`src/rtl/flash_cmd_pkg.sv`:
```
// Shared types and command codes of the flash command sequencer.
// Assumes an 8-bit command byte in the low bits of the write data.
package flash_cmd_pkg;

    typedef enum logic [3:0] {
        ST_ARRAY,
        ST_UNL1,
        ST_UNL2,
        ST_PGM_ARM,
        ST_ERS_ARM,
        ST_ERS_UNL1,
        ST_ERS_UNL2,
        ST_IDREAD,
        ST_PGM_RUN,
        ST_ERS_RUN,
        ST_SUSPEND,
        ST_FAULT
    } fsm_state_t;

    typedef enum logic [1:0] {
        RD_ARRAY  = 2'b00,
        RD_STATUS = 2'b01,
        RD_IDENT  = 2'b10
    } rd_mode_t;

    localparam logic [7:0] CMD_UNLOCK_A = 8'hAA;
    localparam logic [7:0] CMD_UNLOCK_B = 8'h55;
    localparam logic [7:0] CMD_PROGRAM  = 8'hA0;
    localparam logic [7:0] CMD_SETUP    = 8'h80;
    localparam logic [7:0] CMD_IDENT    = 8'h90;
    localparam logic [7:0] CMD_RESET    = 8'hF0;
    localparam logic [7:0] CMD_SUSPEND  = 8'hB0;
    localparam logic [7:0] CMD_CONFIRM  = 8'h30;

    // One flag per recognised write pattern.
    typedef struct packed {
        logic unl_a;
        logic unl_b;
        logic c_pgm;
        logic c_setup;
        logic c_ident;
        logic c_reset;
        logic c_susp;
        logic c_conf;
    } wr_class_t;

endpackage

```
`src/rtl/flash_wr_classify.sv`:
```
// Classifies one bus write against the known command patterns.
// Purely combinational. Assumes DATA_W >= 8 and the command byte in bits [7:0].
// Only the two unlock cycles and the three unlock-qualified command bytes
// check the address. Reset, suspend and confirm match any address.
module flash_wr_classify
    import flash_cmd_pkg::*;
#(
    parameter int ADDR_W = 17,
    parameter int DATA_W = 8,
    parameter logic [ADDR_W-1:0] UNL_ADDR_A = 17'h05555,
    parameter logic [ADDR_W-1:0] UNL_ADDR_B = 17'h02AAA
) (
    input  logic [ADDR_W-1:0] wr_addr,
    input  logic [DATA_W-1:0] wr_data,
    output wr_class_t         cls
);
    logic [7:0] cmd_byte;
    logic       at_a;
    logic       at_b;

    // Compare the write against every pattern.
    always_comb begin
        cmd_byte    = wr_data[7:0];
        at_a        = (wr_addr == UNL_ADDR_A);
        at_b        = (wr_addr == UNL_ADDR_B);
        cls.unl_a   = at_a && (cmd_byte == CMD_UNLOCK_A);
        cls.unl_b   = at_b && (cmd_byte == CMD_UNLOCK_B);
        cls.c_pgm   = at_a && (cmd_byte == CMD_PROGRAM);
        cls.c_setup = at_a && (cmd_byte == CMD_SETUP);
        cls.c_ident = at_a && (cmd_byte == CMD_IDENT);
        cls.c_reset = (cmd_byte == CMD_RESET);
        cls.c_susp  = (cmd_byte == CMD_SUSPEND);
        cls.c_conf  = (cmd_byte == CMD_CONFIRM);
    end

    // Address-qualified patterns can only be seen at their own address.
    always_comb begin
        assert ((!cls.unl_b || (wr_addr == UNL_ADDR_B)) &&
                (!(cls.unl_a || cls.c_pgm) || (wr_addr == UNL_ADDR_A)))
            else $error("a_r5_addr_qualified");
    end
endmodule

```
`src/rtl/flash_susp_mask.sv`:
```
// Per-sector suspended mask. A set marks one sector, a clear wipes all,
// and clear wins over set. The hit output reports the mask bit of the
// sector being read.
module flash_susp_mask #(
    parameter int SECT_BITS = 3
) (
    input  logic                 clk,
    input  logic                 rst_n,
    input  logic                 set_en,
    input  logic [SECT_BITS-1:0] set_idx,
    input  logic                 clr,
    input  logic [SECT_BITS-1:0] rd_idx,
    output logic                 hit
);
    localparam int NSECT = 1 << SECT_BITS;

    logic [NSECT-1:0] mask_q;

    for (genvar s = 0; s < NSECT; s++) begin : g_sect
        // Hold the suspended flag of sector s.
        always_ff @(posedge clk) begin
            if (!rst_n || clr)
                mask_q[s] <= 1'b0;
            else if (set_en && (set_idx == SECT_BITS'(s)))
                mask_q[s] <= 1'b1;
        end
    end

    // Select the flag of the sector under read.
    always_comb hit = mask_q[rd_idx];

    // a clear leaves no sector marked.
    a_r13_mask_cleared: assert property (@(posedge clk) disable iff (!rst_n)
        clr |=> (mask_q == '0));

    // a set marks exactly that sector and no more than one at a time.
    a_r9_mask_single: assert property (@(posedge clk) disable iff (!rst_n)
        (set_en && !clr && (mask_q == '0)) |=> $onehot0(mask_q) && mask_q[$past(set_idx)]);
endmodule

```
`src/rtl/flash_rd_select.sv`:
```
// Chooses what a read returns from the machine state and the suspended
// flag of the addressed sector. Combinational.
module flash_rd_select
    import flash_cmd_pkg::*;
(
    input  fsm_state_t state,
    input  logic       sect_hit,
    output rd_mode_t   rd_mode
);
    // Map state and sector flag to a read mode.
    always_comb begin
        case (state)
            ST_IDREAD:                     rd_mode = RD_IDENT;
            ST_PGM_RUN, ST_ERS_RUN,
            ST_FAULT:                      rd_mode = RD_STATUS;
            default:                       rd_mode = sect_hit ? RD_STATUS : RD_ARRAY;
        endcase
    end
endmodule

```
`src/rtl/flash_cmd_fsm.sv`:
```
// Flash command sequencer top. It tracks unlock and command cycles,
// raises registered one-cycle requests to the embedded engine, and
// selects the read mode. Assumes one write per wr_en pulse. It also
// assumes eng_done/eng_timeout are pulses sent only for a running operation.
// The idle mode is array read, or erase suspend while an erase is parked.
module flash_cmd_fsm
    import flash_cmd_pkg::*;
#(
    parameter int ADDR_W    = 17,
    parameter int DATA_W    = 8,
    parameter int SECT_BITS = 3,
    parameter logic [ADDR_W-1:0] UNL_ADDR_A = 17'h05555,
    parameter logic [ADDR_W-1:0] UNL_ADDR_B = 17'h02AAA
) (
    input  logic                 clk,
    input  logic                 rst_n,
    input  logic                 wr_en,
    input  logic [ADDR_W-1:0]    wr_addr,
    input  logic [DATA_W-1:0]    wr_data,
    input  logic [ADDR_W-1:0]    rd_addr,
    input  logic                 eng_done,
    input  logic                 eng_timeout,
    output logic [1:0]           rd_mode,
    output logic                 pgm_start,
    output logic [ADDR_W-1:0]    pgm_addr,
    output logic [DATA_W-1:0]    pgm_data,
    output logic                 erase_start,
    output logic [SECT_BITS-1:0] erase_sector,
    output logic                 suspend_req,
    output logic                 resume_req
);
    localparam int SECT_LSB = ADDR_W - SECT_BITS;

    wr_class_t             cls;
    fsm_state_t            state_q, state_n, idle_st;
    logic                  susp_q, susp_n;
    logic [SECT_BITS-1:0]  sect_q, sect_n;
    logic                  pgm_n, ers_n, sreq_n, rreq_n, mask_set, mask_clr;
    logic                  sect_hit;
    rd_mode_t              mode_w;
    logic                  unused_rd_bits;

    flash_wr_classify #(
        .ADDR_W(ADDR_W), .DATA_W(DATA_W),
        .UNL_ADDR_A(UNL_ADDR_A), .UNL_ADDR_B(UNL_ADDR_B)
    ) i_classify (
        .wr_addr(wr_addr), .wr_data(wr_data), .cls(cls)
    );

    flash_susp_mask #(.SECT_BITS(SECT_BITS)) i_mask (
        .clk(clk), .rst_n(rst_n),
        .set_en(mask_set), .set_idx(sect_q), .clr(mask_clr),
        .rd_idx(rd_addr[ADDR_W-1:SECT_LSB]), .hit(sect_hit)
    );

    flash_rd_select i_rdsel (
        .state(state_q), .sect_hit(sect_hit), .rd_mode(mode_w)
    );

    assign rd_mode        = mode_w;
    assign unused_rd_bits = ^rd_addr[SECT_LSB-1:0];

    // Decide the next state and the requests of this cycle.
    always_comb begin
        idle_st  = susp_q ? ST_SUSPEND : ST_ARRAY;
        state_n  = state_q;
        susp_n   = susp_q;
        sect_n   = sect_q;
        pgm_n    = 1'b0;
        ers_n    = 1'b0;
        sreq_n   = 1'b0;
        rreq_n   = 1'b0;
        mask_set = 1'b0;
        mask_clr = 1'b0;
        case (state_q)
            ST_ARRAY: begin
                if (wr_en && cls.unl_a) state_n = ST_UNL1;
            end
            ST_SUSPEND: begin
                if (wr_en && cls.unl_a) begin
                    state_n = ST_UNL1;
                end else if (wr_en && cls.c_conf) begin
                    state_n  = ST_ERS_RUN;
                    susp_n   = 1'b0;
                    mask_clr = 1'b1;
                    rreq_n   = 1'b1;
                end
            end
            ST_UNL1: begin
                if (wr_en) state_n = cls.unl_b ? ST_UNL2 : idle_st;
            end
            ST_UNL2: begin
                if (wr_en) begin
                    if (cls.c_pgm)                  state_n = ST_PGM_ARM;
                    else if (cls.c_setup && !susp_q) state_n = ST_ERS_ARM;
                    else if (cls.c_ident)           state_n = ST_IDREAD;
                    else                            state_n = idle_st;
                end
            end
            ST_PGM_ARM: begin
                if (wr_en) begin
                    if (cls.c_reset) begin
                        state_n = idle_st;
                    end else begin
                        state_n = ST_PGM_RUN;
                        pgm_n   = 1'b1;
                    end
                end
            end
            ST_ERS_ARM: begin
                if (wr_en) state_n = cls.unl_a ? ST_ERS_UNL1 : idle_st;
            end
            ST_ERS_UNL1: begin
                if (wr_en) state_n = cls.unl_b ? ST_ERS_UNL2 : idle_st;
            end
            ST_ERS_UNL2: begin
                if (wr_en) begin
                    if (cls.c_conf) begin
                        state_n = ST_ERS_RUN;
                        ers_n   = 1'b1;
                        sect_n  = wr_addr[ADDR_W-1:SECT_LSB];
                    end else begin
                        state_n = idle_st;
                    end
                end
            end
            ST_IDREAD: begin
                if (wr_en && cls.c_reset) state_n = idle_st;
            end
            ST_PGM_RUN: begin
                if (eng_timeout)   state_n = ST_FAULT;
                else if (eng_done) state_n = idle_st;
            end
            ST_ERS_RUN: begin
                if (eng_timeout) begin
                    state_n = ST_FAULT;
                end else if (eng_done) begin
                    state_n  = ST_ARRAY;
                    mask_clr = 1'b1;
                end else if (wr_en && cls.c_susp) begin
                    state_n  = ST_SUSPEND;
                    susp_n   = 1'b1;
                    mask_set = 1'b1;
                    sreq_n   = 1'b1;
                end
            end
            ST_FAULT: begin
                if (wr_en && cls.c_reset) state_n = idle_st;
            end
            default: state_n = ST_ARRAY;
        endcase
    end

    // Register state, requests and the operands that go with them.
    always_ff @(posedge clk) begin
        if (!rst_n) begin
            state_q      <= ST_ARRAY;
            susp_q       <= 1'b0;
            sect_q       <= '0;
            pgm_start    <= 1'b0;
            erase_start  <= 1'b0;
            suspend_req  <= 1'b0;
            resume_req   <= 1'b0;
            pgm_addr     <= '0;
            pgm_data     <= '0;
        end else begin
            state_q      <= state_n;
            susp_q       <= susp_n;
            sect_q       <= sect_n;
            pgm_start    <= pgm_n;
            erase_start  <= ers_n;
            suspend_req  <= sreq_n;
            resume_req   <= rreq_n;
            if (pgm_n) begin
                pgm_addr <= wr_addr;
                pgm_data <= wr_data;
            end
        end
    end

    assign erase_sector = sect_q;

    // reset leaves array reads and no requests.
    a_r1_reset_idle: assert property (@(posedge clk)
        !rst_n |=> (rd_mode == 2'b00) && !pgm_start && !erase_start &&
                   !suspend_req && !resume_req);

    // at most one engine request per cycle.
    a_r2_one_request: assert property (@(posedge clk) disable iff (!rst_n)
        $onehot0({pgm_start, erase_start, suspend_req, resume_req}));

    // a running program is kept until the engine reports.
    a_r7_busy_holds: assert property (@(posedge clk) disable iff (!rst_n)
        (state_q == ST_PGM_RUN && !eng_done && !eng_timeout) |=> rd_mode == 2'b01);

    // ID reads persist until a reset write.
    a_r4_ident_holds: assert property (@(posedge clk) disable iff (!rst_n)
        (rd_mode == 2'b10 && !(wr_en && wr_data[7:0] == CMD_RESET)) |=> rd_mode == 2'b10);

    // the fault state always reads status.
    a_r8_fault_status: assert property (@(posedge clk) disable iff (!rst_n)
        (state_q == ST_FAULT) |-> rd_mode == 2'b01);

    // resume is only requested out of erase suspend.
    a_r10_resume_source: assert property (@(posedge clk) disable iff (!rst_n)
        resume_req |-> $past(state_q) == ST_SUSPEND);
endmodule

```
`config.mk`:
```
export PLATFORM = sky130hd
export DESIGN_NAME = flash_cmd_fsm
export DESIGN_NICKNAME = d
export VERILOG_FILES = /design/src/rtl/flash_cmd_pkg.sv /design/src/rtl/flash_wr_classify.sv /design/src/rtl/flash_susp_mask.sv /design/src/rtl/flash_rd_select.sv /design/src/rtl/flash_cmd_fsm.sv
export SDC_FILE = /design/constraint.sdc
export NUM_CORES = 1
export LEC_CHECK = 0
export ABC_AREA = 1
export BUFFER_PORTS_ARGS = -buffer_cell sky130_fd_sc_hd__buf_2
export CORE_MARGIN = 2
export CORE_UTILIZATION = 50
export DETAILED_ROUTE_END_ITERATION = 10
export PLACE_DENSITY = 0.79
export SLEW_MARGIN = 0
export SYNTH_ARGS = -nofsm -noshare
export SYNTH_HDL_FRONTEND = slang
export SYNTH_SLANG_ARGS = --single-unit
```
`constraint.sdc`:
```
create_clock -name clk -period 1.57 [get_ports clk]
set_input_delay 0.0785 -clock clk [delete_from_list [all_inputs] [get_ports clk]]
set_output_delay 0.0785 -clock clk [all_outputs]
set_load 0.01 [all_outputs]
```
==> qor.csv <==
metric,value,unit
Stages on worst setup path,6,
DR iter-0 viols,119,
All-Layer GR Usage,24.1,%
Worst-Margin Slew,0.340,ns
worst path cell trace,inv_1 -> a21oi_2 -> o21ai_1 -> and3_1 -> o32ai_2 -> buf_2,
die area,0.00543,sq mm
RD Place Congestion,0.930,
"EDFF count, synth",0,
vias in the first global route,2401,
Leak,0.00144,uW
ys flop type,dfxtp_1,
initial antenna violation count,0,
share of layout cells above drive strength 1,25.4,%
CP startpoint kind,flip-flop,
# port buffers,66,
sequential share of power,56.3,%
via/cell ratio,5.21,
worst endpoint required time,1.49,ns
"Largest delay share family, worst path",compound AO/OA/AOI/OAI gates,
Syn. warnings,0,
max incr delay on CP,0.31,ns
syn_nets,423,
Sum Neg Setup Slack,0,ns
max-cap violations,0,
Post-route DRC,0,
Sw Ratio,25.3,%
crit end category,output pin,
largest net degree at the start of global routing,28,
Clock Skews,0.00400,ns
via count,2640,
worst hold slack,0.0441,ns
crit path max fanout,2,
Critical-path top delay cell,dfxtp_1,
final instance area,0.00300,sq mm
io pins,81,
sw power,511,uW
Cells after DPL,499,
"flops & latches, synth",45,
antenna-violating nets left,0,
most used routing layer,met2,
# H-tree levels,2,
Placed Area,0.00287,sq mm
M3 GR Usage,5.62,%
fillers,432,
first-pass GRT wire length,10300,um
core area,0.00469,sq mm
P&R area growth vs syn,23.3,%
Detailed Place HPWL,4890,um
Final Hold Vio Count,0,
Hold Crit Depth,3,
CTS tree,done,
r2r worst-path depth,12,
clock share of power,34.8,%
Netlist cell types,29,
Rel. slew slack,77.1,%
clk_lat worst skew,0.30,ns
Ant. Diodes,0,
root cell of the clock tree,clkbuf_8,
combinational power share,8.9,%
TritonRoute pass-1 iters,4,
grt total ovfl,0,
Post-Syn Area,0.00243,sq mm
Setup Viol. Count Final,0,
cell internal pwr,1510,uW
height of the chip,73.7,um
Cell Rows,25,
met2 usage,38.5,%
setup bufs post-CTS,0,
Post-Synthesis Cells,376,
worst setup path category,flip-flop to output pin,
Peak VDD IR,0.501,mV
CTS max path bufs,2,
Avg WL per Cell,12.1,um
"Slew Viols, Final",0,
Buf/Inv on CP,2,
Routed WL,6110,um
Max Clk Rate,667,MHz
outcome,"finished, final reports clean",
Initial Utilization,51.8,%
clk slew on worst S/H paths,0.08,ns
RSZ-0062 raised after global routing,false,
# clock sinks,45,
worst path arrival time,1.42,ns
layout net count,499,
PwrDens,675,mW/mm^2
ys async rst share,0,%
met1 usage,31.1,%
Die Span X,73.7,um
period utilization,95.5,%
final cell count without fillers,507,
CTS buffer count,5,
HP Class,input pin to flip-flop,
post-layout minimum cycle time,1.50,ns
"Seq/Total Area, Yosys",37.1,%
Synth Area per Inst,6.46,sq um
[worst reg2reg max path, delay by kind of cell (launching register included)]
kind | cells | cell delay, ns
simple gates | 8 | 0.71
compound gates | 2 | 0.19
flops | 1 | 0.38
buf+inv | 2 | 0.10
[cell type report]
class / count / area, sq um / area share, %
Multi-Input combinational cell: 270 / 1320 / 44.1
Sequential cell: 45 / 908 / 30.3
Clock buffer: 5 / 68.8 / 2.30
Tap cell: 54 / 67.6 / 2.26
Timing Repair Buffer: 76 / 409 / 13.7
Inverter: 54 / 204 / 6.81
Clock inverter: 3 / 17.5 / 0.585
[timing repair]
action / in CTS / in global routing
gates resized for setup: 2 / 12
setup endpoints to repair: 1 / 35
pin swaps: 0 / 2
cloned: 0 / 0
hold buffers: 0 / 0
[layout by cell type, fill, tap and decap left out, types with 4 or more instances in the layout]
master    count
nand2_1      68
nor2_1       66
buf_2        66
inv_1        46
dfxtp_1      41
a21oi_1      38
o21ai_0      32
nand3_1      17
nand4_1      11
buf_4         9
inv_2         6
nand2_2       6
nor2_4        5
clkbuf_8      5
o21ai_1       4
[synthesized netlist by cell type, types with 3 or more instances]
master	number	area (sq um)
inv_1	46	173
nand3_1	17	85.1
nor2_2	3	18.8
nor3_1	3	15.0
buf_2	3	15.0
nor2_4	4	45.0
nand2_1	69	259
dfxtp_1	45	901
nor2_1	66	248
nand4_1	11	68.8
nand2_2	7	43.8
o21ai_0	34	170
a21oi_1	39	195
inv_2	6	22.5
clkbuf_1	3	11.3
o211ai_1	3	22.5
[logic make-up (layout without fill, tap and decap cells)]
logic type | Yosys count | in the layout | share of synthesized area, %
compound gates | 83 | 83 | 18.1
buf+inv | 61 | 138 | 9.78
simple gates | 187 | 187 | 35.1
flops | 45 | 45 | 37.1
[flip-flops by register name, indices dropped and copies added, names as in the netlist]
register / flops
pgm_addr: 17
erase_sector: 3
susp_q: 1
i_mask.mask_q: 8
pgm_start: 1
resume_req: 1
erase_start: 1
pgm_data: 8
state_q: 4
suspend_req: 1
[power by group through the flow]
stage	combinational [uW]	sequential [uW]	clock, uW
after floorplan	83.6	1170	0
after global placement	174	1170	0
after detailed placement	176	1170	0
after CTS	179	1140	722
after global routing	205	1140	757
final	180	1140	704
[worst paths after layout]
kind,start,to,slack [ns]
worst max register to register,state_q[2],state_q[0],0.13
worst min-delay path,wr_addr[11],pgm_addr[11],0.04
worst min register to register,i_mask.mask_q[3],i_mask.mask_q[3],0.46
worst max-delay path,i_mask.mask_q[5],rd_mode[0],0.07
[through the flow]
stage	total power [uW]	util (%)	setup WS (ns)
after floorplan	1250	-	0.223
after global placement	1340	61.1	0.108
after detailed placement	1340	61.1	0.0631
after CTS	2040	63.2	0.0156
after global routing	2100	63.8	0.00276
final	2020	63.8	0.0699
[metal layers]
metal  vias up  routed length (um)
li1       1372                   -
met2        85                2730
met3        14                 408
met4         0                 165
met1      1169                2810
met5         -                   0
Note: power is estimated with default switching activity, not from simulation.
